## src/rtl/flat_agu_pkg.sv

```systemverilog
package flat_agu_pkg;
  typedef enum logic [2:0] {
    CLS_MEM   = 3'd0,
    CLS_FLAT  = 3'd1,
    CLS_FAR   = 3'd2,
    CLS_PUSH  = 3'd3,
    CLS_POP   = 3'd4,
    CLS_FETCH = 3'd5
  } op_class_e;

  localparam int CLS_W = 3;
  localparam int LAST_CLS = 5;
endpackage

```

## src/rtl/agu_operand_sel.sv

```systemverilog
module agu_operand_sel
  import flat_agu_pkg::*;
#(
  parameter int ADDR_W       = 32,
  parameter int NARROW_BYTES = 2,
  parameter int WIDE_BYTES   = 4
) (
  input  logic [CLS_W-1:0]  op_class,
  input  logic              op_wide,
  input  logic [ADDR_W-1:0] base_val,
  input  logic [ADDR_W-1:0] index_val,
  input  logic [ADDR_W-1:0] disp_val,
  input  logic [ADDR_W-1:0] sp_val,
  input  logic [ADDR_W-1:0] ip_val,
  output logic [ADDR_W-1:0] raw_ofs
);
  logic [ADDR_W-1:0] step;
  logic [ADDR_W-1:0] ea_sum;

  always_comb begin
    step   = op_wide ? ADDR_W'(WIDE_BYTES) : ADDR_W'(NARROW_BYTES);
    ea_sum = base_val + index_val + disp_val;
    case (op_class)
      CLS_MEM, CLS_FLAT: raw_ofs = ea_sum;
      CLS_FAR:           raw_ofs = disp_val;
      CLS_PUSH:          raw_ofs = sp_val - step;
      CLS_POP:           raw_ofs = sp_val;
      CLS_FETCH:         raw_ofs = ip_val;
      default:           raw_ofs = '0;
    endcase
  end
endmodule

```

## src/rtl/agu_seg_map.sv

```systemverilog
module agu_seg_map #(
  parameter int ADDR_W    = 32,
  parameter int SEG_W     = 16,
  parameter int OFS_W     = 16,
  parameter int SEG_SHIFT = 4
) (
  input  logic [SEG_W-1:0]  seg_val,
  input  logic [OFS_W-1:0]  ofs,
  output logic [ADDR_W-1:0] seg_addr
);
  localparam int PHYS_W = SEG_W + SEG_SHIFT;

  logic [PHYS_W-1:0] phys;

  always_comb begin
    phys     = {seg_val, {SEG_SHIFT{1'b0}}} + PHYS_W'(ofs);
    seg_addr = {{(ADDR_W-PHYS_W){1'b0}}, phys};
  end
endmodule

```

## src/rtl/agu_fault_chk.sv

```systemverilog
module agu_fault_chk
  import flat_agu_pkg::*;
(
  input  logic             flat_mode,
  input  logic             seg_ovr,
  input  logic [CLS_W-1:0] op_class,
  output logic             fault
);
  logic reserved;
  logic is_far;

  always_comb begin
    reserved = int'(op_class) > LAST_CLS;
    is_far   = op_class == CLS_FAR;
    fault    = reserved | (flat_mode & (seg_ovr | is_far));
  end
endmodule

```

## src/rtl/flat_agu.sv

```systemverilog
module flat_agu
  import flat_agu_pkg::*;
#(
  parameter int ADDR_W    = 32,
  parameter int CTRL_W    = 32,
  parameter int MODE_BIT  = 0,
  parameter int SEG_W     = 16,
  parameter int OFS_W     = 16,
  parameter int SEG_SHIFT = 4
) (
  input  logic              clk,
  input  logic              rst,
  input  logic              in_valid,
  input  logic [CTRL_W-1:0] ctx_ctrl,
  input  logic [2:0]        op_class,
  input  logic              seg_ovr,
  input  logic              op_wide,
  input  logic [ADDR_W-1:0] base_val,
  input  logic [ADDR_W-1:0] index_val,
  input  logic [ADDR_W-1:0] disp_val,
  input  logic [ADDR_W-1:0] sp_val,
  input  logic [ADDR_W-1:0] ip_val,
  input  logic [SEG_W-1:0]  seg_val,
  output logic              out_valid,
  output logic [ADDR_W-1:0] addr_out,
  output logic              fault_ud
);
  localparam int PHYS_W = SEG_W + SEG_SHIFT;

  logic              flat_mode;
  logic              use_flat;
  logic              fault_c;
  logic [ADDR_W-1:0] raw_ofs;
  logic [ADDR_W-1:0] seg_addr;
  logic [ADDR_W-1:0] addr_c;
  logic              unused_ctx;

  assign unused_ctx = ^ctx_ctrl;
  assign flat_mode  = ctx_ctrl[MODE_BIT];
  assign use_flat   = flat_mode | (op_class == CLS_FLAT);

  agu_operand_sel #(.ADDR_W(ADDR_W)) u_sel (
    .op_class (op_class),
    .op_wide  (op_wide),
    .base_val (base_val),
    .index_val(index_val),
    .disp_val (disp_val),
    .sp_val   (sp_val),
    .ip_val   (ip_val),
    .raw_ofs  (raw_ofs)
  );

  agu_seg_map #(
    .ADDR_W(ADDR_W), .SEG_W(SEG_W), .OFS_W(OFS_W), .SEG_SHIFT(SEG_SHIFT)
  ) u_map (
    .seg_val (seg_val),
    .ofs     (raw_ofs[OFS_W-1:0]),
    .seg_addr(seg_addr)
  );

  agu_fault_chk u_flt (
    .flat_mode(flat_mode),
    .seg_ovr  (seg_ovr),
    .op_class (op_class),
    .fault    (fault_c)
  );

  always_comb begin
    if (fault_c)       addr_c = '0;
    else if (use_flat) addr_c = raw_ofs;
    else               addr_c = seg_addr;
  end

  always_ff @(posedge clk) begin
    if (rst) begin
      out_valid <= 1'b0;
      addr_out  <= '0;
      fault_ud  <= 1'b0;
    end else begin
      out_valid <= in_valid;
      if (in_valid) begin
        addr_out <= addr_c;
        fault_ud <= fault_c;
      end
    end
  end


  latency_chk: assert property (@(posedge clk) disable iff (rst)
    in_valid |=> out_valid);


  idle_chk: assert property (@(posedge clk) disable iff (rst)
    !in_valid |=> !out_valid);


  flat_ovr_chk: assert property (@(posedge clk) disable iff (rst)
    (in_valid && ctx_ctrl[MODE_BIT] && seg_ovr) |=> fault_ud);


  flat_far_chk: assert property (@(posedge clk) disable iff (rst)
    (in_valid && ctx_ctrl[MODE_BIT] && op_class == CLS_FAR) |=> fault_ud);


  fault_zero_chk: assert property (@(posedge clk) disable iff (rst)
    (out_valid && fault_ud) |-> addr_out == '0);


  seg_range_chk: assert property (@(posedge clk) disable iff (rst)
    (in_valid && !ctx_ctrl[MODE_BIT] && op_class == CLS_MEM)
      |=> addr_out[ADDR_W-1:PHYS_W] == '0);
endmodule

```

## config.mk

```make
export PLATFORM = sky130hd
export DESIGN_NAME = flat_agu
export DESIGN_NICKNAME = d
export VERILOG_FILES = /design/src/rtl/flat_agu_pkg.sv /design/src/rtl/agu_operand_sel.sv /design/src/rtl/agu_seg_map.sv /design/src/rtl/agu_fault_chk.sv /design/src/rtl/flat_agu.sv
export SDC_FILE = /design/constraint.sdc
export NUM_CORES = 1
export LEC_CHECK = 0
export BUFFER_PORTS_ARGS = -buffer_cell sky130_fd_sc_hd__buf_2
export CAP_MARGIN = 20
export CORE_MARGIN = 5
export CORE_UTILIZATION = 50
export DETAILED_ROUTE_END_ITERATION = 16
export MAX_ROUTING_LAYER = met4
export PLACE_DENSITY = 0.83
export SETUP_SLACK_MARGIN = 0.15
export SLEW_MARGIN = 20
export SYNTH_ARGS = -nofsm -noshare
export SYNTH_HDL_FRONTEND = slang
export SYNTH_SLANG_ARGS = --single-unit
```

## constraint.sdc

```tcl
create_clock -name clk -period 6.72 [get_ports clk]
set_clock_uncertainty 0.15 [all_clocks]
set_input_delay 1.008 -clock clk [delete_from_list [all_inputs] [get_ports clk]]
set_output_delay 1.008 -clock clk [all_outputs]
set_load 0.1 [all_outputs]
```

==> results by group, run 1 <==
Logic synthesis
  – Post-synth cell types: 75
  – Post-synth top area cell: dfxtp_1
  – Top_reg_cell synth: dfxtp_1
  – Synth top area share: 11.4%
  – Async S/R FF share, synth: 0%
  – Cell count after synthesis: 778
  – Share of the yosys chip area belonging to registers: 11.4%
  – #FFs+latches synth: 34
  – Syn Nets: 1067
  – Warnings from Yosys: 0
  – Synth top area cells: dfxtp_1 11%, fa_1 11%, ha_1 8.2%, nand2_1 5.0%, a21oi_1 4.8%
  – Post-synth EDFFs: 0
  – Mean post-synth cell area: 7.66 um2
  – Synth Cell Area: 0.00596 mm2

Outcome
  – Outcome: completed

Floorplan
  – Die Ht: 119 um
  – Die area: 0.0142 mm2
  – Starting density of the core: 51.5%
  – Die W: 119 um
  – Core area: 0.0116 mm2
  – Rows: 39
  – I/O pin count: 250

Final layout
  – Area Overhead vs Synth: 23.0%
  – Most frequent cells in the layout: 218 x buf_2, 79 x nand2_1, 59 x nor2_1
  – Commonest non-fill, non-tap cell in the layout: buf_2
  – Post-Layout Cell Count: between 1000 and 1500
  – Final #Nets: 1259
  – Share of cells above drive strength 1: 26.7%

Timing
  – Max transition margin: 33.1%
  – Hold Fails Final Rpt: 0
  – Worst Tran Pin Value: 0.998 ns
  – Final cycle utilization of the critical path: 89.9%
  – Worst setup slack after layout: approximately 0.68 ns
  – Slew Limit Fails: 0
  – Achievable frequency: 165 MHz
  – Minimum clock period after layout: 6.04 ns
  – Final setup fails: 0
  – Setup TNS: 0 ns
  – Unrepaired setup endpoints after global routing: no

Clock tree
  – Cts repair resizes: 0
  – Clock root buffer: clkbuf_16
  – Clock Sinks: 34
  – Worst-Skew Late Latency: 0.28 ns
  – Hold buffer count at CTS: 0
  – Setup Buffers After CTS: 0
  – Total CTS buffers: 5
  – Clock Path Buffers: 2
  – H-tree levels: 2
  – CTS tree: done
  – Worst-path clk slew: 0.05 ns

Global routing
  – First-pass GRT wire length: 32.9 mm
  – Grt total ovfl: 0
  – Vias in the first global route: 6657
  – Total track usage: approximately 29%
  – Largest net degree at the start of global routing: 37
  – Initial antenna violation count: 3

Worst hold path
  – Hold crit path type: reg -> reg

Detailed routing
  – Final WL: 21.0 mm
  – Initial drt markers: 704
  – Residual DRC count: 0
  – Final ANT Viol Nets: 0
  – First-pass DRT Iterations: 5
  – Routed length per instance: roughly 19 um
  – Vias: approximately 7000
  – Vias/cell: ~6.2

Power and ir drop
  – Pwr dens: 182 mW/mm2
  – Max IR drop VDD: roughly 0.11 mV
  – Leak: ~3.3 nW

Critical path
  – Crit Path Class: in -> reg
  – Crit Path Max Fanout: 4
  – WP data arrival: 6.09 ns
  – CP Launch Type: input pin
  – Critical path capture point type: flip-flop
  – WP data required: 6.76 ns

Flow run
  – Max-Cap Viols: 0

Placement
  – Placer Congestion: 0.947
  – Number of port buffers: 218
  – Dpl ws: 0.513 ns
  – Dpl cells: 1106
  – Dpl hpwl: 17.1 mm
[registers in the layout, summed over array words and instances, names as in the netlist]
name,flops
addr_out,32
fault_ud,1
out_valid,1
[where the power goes]
part | leakage [nW] | internal [mW] | switching [mW]
Clock | 0.0940 | 0.213 | 0.0922
Combinational | 2.88 | 0.312 | 0.498
Sequential | 0.277 | 0.213 | 0.00622
Total | 3.25 | 0.738 | 0.597
[cell type report]
cell class / count / area (um2)
Multi-Input combinational cell: 681 / 5030
Fill cell: 1045 / 4240
Inverter: 22 / 82.6
Timing Repair Buffer: 226 / 1150
Clock inverter: 3 / 68.8
Tap cell: 143 / 179
Sequential cell: 34 / 681
Antenna cell: 3 / 7.51
Clock buffer: 5 / 125
[final timing paths]
kind	startpoint	end	slack, ns	depth (start not counted)
max	base_val[1]	addr_out[16]$_SDFFE_PP0P_	0.68	20
min	addr_out[13]$_SDFFE_PP0P_	addr_out[13]$_SDFFE_PP0P_	0.31	2
max reg2reg	addr_out[19]$_SDFFE_PP0P_	addr_out[19]$_SDFFE_PP0P_	4.86	6
min reg2reg	addr_out[13]$_SDFFE_PP0P_	addr_out[13]$_SDFFE_PP0P_	0.31	2
[stage by stage]
step	instance area (um2)	power, mW	utilization, %	hold WS [ns]
after floorplan	5960	0.802	-	0.730
after global placement	7130	1.00	61.6	0.295
after detailed placement	7130	1.02	61.6	0.299
after CTS	7320	1.32	63.3	0.308
after global routing	7330	1.42	63.4	0.337
final	7330	1.34	63.4	0.305
[critical path, stage by stage]
cell       delay, ns
buf_2           0.11
fa_1            0.49
ha_1            0.28
fa_1            0.42
a211oi_1        0.48
nor2_1          0.12
xnor2_1         0.14
o21ai_0         0.40
inv_1           0.14
fa_1            0.46
nor2b_1         0.13
o21ai_0         0.12
a21boi_0        0.37
nor3_1          0.08
o21ai_1         0.27
o211ai_1        0.15
o2bb2ai_1       0.17
a31oi_1         0.34
mux2i_1         0.22
nor3b_1         0.19
[cells in the mapped netlist (12+ instances only)]
cell,instances
a21o_1,16
a21oi_1,57
clkbuf_1,35
dfxtp_1,34
fa_1,34
ha_1,39
inv_1,21
mux2i_1,25
nand2_1,79
nand2b_1,12
nand3_1,23
nor2_1,59
nor3_1,20
o21ai_0,51
xnor2_1,30
xor2_1,19
[cell families after synthesis]
group | after synthesis | synth area share [%]
compound gates | 251 | 28.6
mux | 34 | 5.90
fa+ha+maj | 75 | 20.0
xor+xnor | 49 | 7.20
buf+inv | 63 | 4.14
flops | 34 | 11.4
simple gates | 272 | 22.8
[routing by layer]
layer / GRT usage (%) / up-vias / part of all wire (%)
li1: - / 3308 / -
met1: 39.5 / 3170 / 43
met2: 44.4 / 388 / 44
met3: 3.18 / 52 / 9.1
met4: 10.1 / 0 / 3.1
met5: - / - / 0
Power figures use the tool's default switching activity.
==> run 2, diff against run 1 <==
==> constraint.sdc (replaced) <==
create_clock -name clk -period 6.72 [get_ports clk]
set_clock_uncertainty 0.15 [all_clocks]
set_input_delay 1.344 -clock clk [delete_from_list [all_inputs] [get_ports clk]]
set_output_delay 1.344 -clock clk [all_outputs]
set_load 0.1 [all_outputs]
==> results by group, run 2 (synthesis results as in run 1) <==
Critical path
  – Worst path max stage delay: 0.48 ns
  – Crit-path slowest cell: fa_1
  – CP startpoint: base_val[1]
  – Crit Path Max Fanout: 4
  – WP data required: 6.77 ns
  – CP most frequent cell: fa_1
  – Buf/Inv on CP: 2
  – Worst r2r src: addr_out[19]$_SDFFE_PP0P_
  – CP cell instances: buf_2 > fa_1 > ha_1 > fa_1 > a211oi_2 > nor2_1 > xnor2_1 > o21ai_0 > inv_1 > fa_1 > nor2b_1 > o21ai_0 > a21boi_0 > nor3_1 > o21ai_1 > o211ai_1 > o2bb2ai_1 > a31oi_1 > mux2i_1 > nor3b_1
  – Critical path capture point type: flip-flop
  – Worst path top cell family by delay: compound AO/OA/AOI/OAI gates
  – WP data arrival: 6.19 ns
  – Crit Path Class: in -> reg
  – CP Launch Type: input pin

Power and ir drop
  – NetSw: 598 uW
  – Gate power share: 60.7%
  – Pwr dens: 182 mW/mm2
  – Int Power: 739 uW
  – Leak: 3.26 nW
  – Sequential share of power: 16.4%
  – Sw frac: 44.7%
  – Clock Power Share: a little under a quarter
  – Total Power: 1.34 mW
  – Max IR drop VDD: 0.138 mV

Final layout
  – Register area: ~680 um2
  – Area Overhead vs Synth: 23.2%
  – Top flop regs: addr_out x32, fault_ud x1, out_valid x1
  – Share of cells above drive strength 1: 26.9%
  – Area of the multi-input gates: 0.00504 mm2
  – Cell area after layout: around 0.0073 mm2
  – Commonest non-fill, non-tap cell in the layout: buf_2
  – Filler instances: 1037
  – Top reg by flops: addr_out
  – Number of flip-flops in the largest register: 32
  – Final #Nets: approximately 1300
  – Most frequent cells in the layout: 218 x buf_2, 79 x nand2_1, 59 x nor2_1

Clock tree
  – Total CTS buffers: 5
  – Worst-Skew Late Latency: 0.28 ns
  – Hold buffer count at CTS: 0
  – Clock root buffer: clkbuf_16
  – H-tree levels: 2
  – CTS tree: done
  – Clock Path Buffers: 2
  – Worst-path clk slew: 0.06 ns
  – Clock Sinks: 34

Global routing
  – Initial antenna violation count: 1
  – Grt total ovfl: 0
  – Largest net degree at the start of global routing: 37
  – First-pass GRT wire length: 33.4 mm
  – Vias in the first global route: 6662
  – Total track usage: just under 30%

Timing
  – Worst hold slack: 0.306 ns
  – Unrepaired setup endpoints after global routing: no
  – Setup TNS: 0 ns
  – Achievable frequency: 163 MHz
  – Worst Tran Pin Value: 1.00 ns
  – Final cycle utilization of the critical path: between 90% and 100%
  – Minimum clock period after layout: 6.14 ns
  – Final setup fails: 0
  – Hold Fails Final Rpt: 0
  – Max transition margin: 32.8%
  – Slew Limit Fails: 0

Placement
  – Dpl cell area: 0.00714 mm2
  – Number of port buffers: around 220
  – Dpl hpwl: ~17 mm
  – Placer Congestion: between 0.9 and 1

Detailed routing
  – Vias/cell: 6.25
  – First-pass DRT Iterations: 8
  – Residual DRC count: 0
  – Vias: 6976
  – Initial drt markers: 889
  – Routed length per instance: between 15 and 20 um
  – Final ANT Viol Nets: 0
  – Final WL: 21.0 mm

Floorplan
  – I/O pin count: 250
  – Rows: 39
  – Starting density of the core: 51.5%
  – Core area: 0.0116 mm2
  – Die Ht: 119 um
  – Die area: 0.0142 mm2
  – Die W: 119 um

Worst hold path
  – Worst hold start: addr_out[11]$_SDFFE_PP0P_
  – Hold crit path type: reg -> reg

Flow run
  – Max-Cap Viols: 0

Outcome
  – Outcome: completed
-- run 2: cell count changes in the layout (fill, tap and decap cells not counted) --
cell | previous run | this run
a211oi_1 | 11 | 10
diode_2 | 3 | 2
buf_4 | 8 | 9
a211oi_2 | 0 | 1
-- run 2: path summary, 6_finish.rpt --
check,endpoint,slack (ns),depth (start not counted)
setup reg to reg,addr_out[19]$_SDFFE_PP0P_,4.96,6
setup / recovery,addr_out[16]$_SDFFE_PP0P_,0.58,20
hold reg to reg,addr_out[11]$_SDFFE_PP0P_,0.31,2
hold / removal,addr_out[11]$_SDFFE_PP0P_,0.31,2
-- run 2: repair_timing --
action / in CTS / in global routing
setup buffers: 0 / 0
endpoints found under the setup margin: 0 / 4
resized for setup: 0 / 1
-- run 2: power groups by stage --
stage / registers [mW] / logic, mW / clock network, mW
floorplan: 0.307 / 0.494 / 0
global placement: 0.223 / 0.778 / 0
detailed placement: 0.224 / 0.792 / 0
CTS: 0.219 / 0.797 / 0.307
global route: 0.221 / 0.888 / 0.315
finish: 0.219 / 0.812 / 0.306
-- run 2: final cells by class --
class / count / share of cell area [%]
Inverter: 22 / 1.13
Multi-Input combinational cell: 681 / 68.7
Timing Repair Buffer: 227 / 15.8
Antenna cell: 2 / 0.0682
Clock inverter: 3 / 0.938
Tap cell: 143 / 2.44
Sequential cell: 34 / 9.27
Clock buffer: 5 / 1.70
-- run 2: tightest hold or removal path, cell delays in order, from the launching register on --
cell and delay, ns:
dfxtp_1 0.30, nand2_1 0.06, a21oi_1 0.05
-- run 2: metal layers --
| metal | GRT usage [%] | up-vias | wire [um] |
|---|---|---|---|
| li1 | - | 3313 | - |
| met1 | 39.6 | 3203 | 8770 |
| met2 | 46.2 | 410 | 9580 |
| met3 | 3.22 | 50 | 2050 |
| met4 | 8.91 | 0 | 556 |
| met5 | - | - | 0 |
-- run 2: through the flow --
stage | std cells | util (%) | worst slack (ns)
floorplan | 778 | - | 1.08
CTS | 1115 | 63.4 | 0.462
global route | 1116 | 63.4 | 0.222
detailed placement | 1107 | 61.7 | 0.231
global placement | 1107 | 61.7 | 0.411
finish | 1117 | 63.5 | 0.579
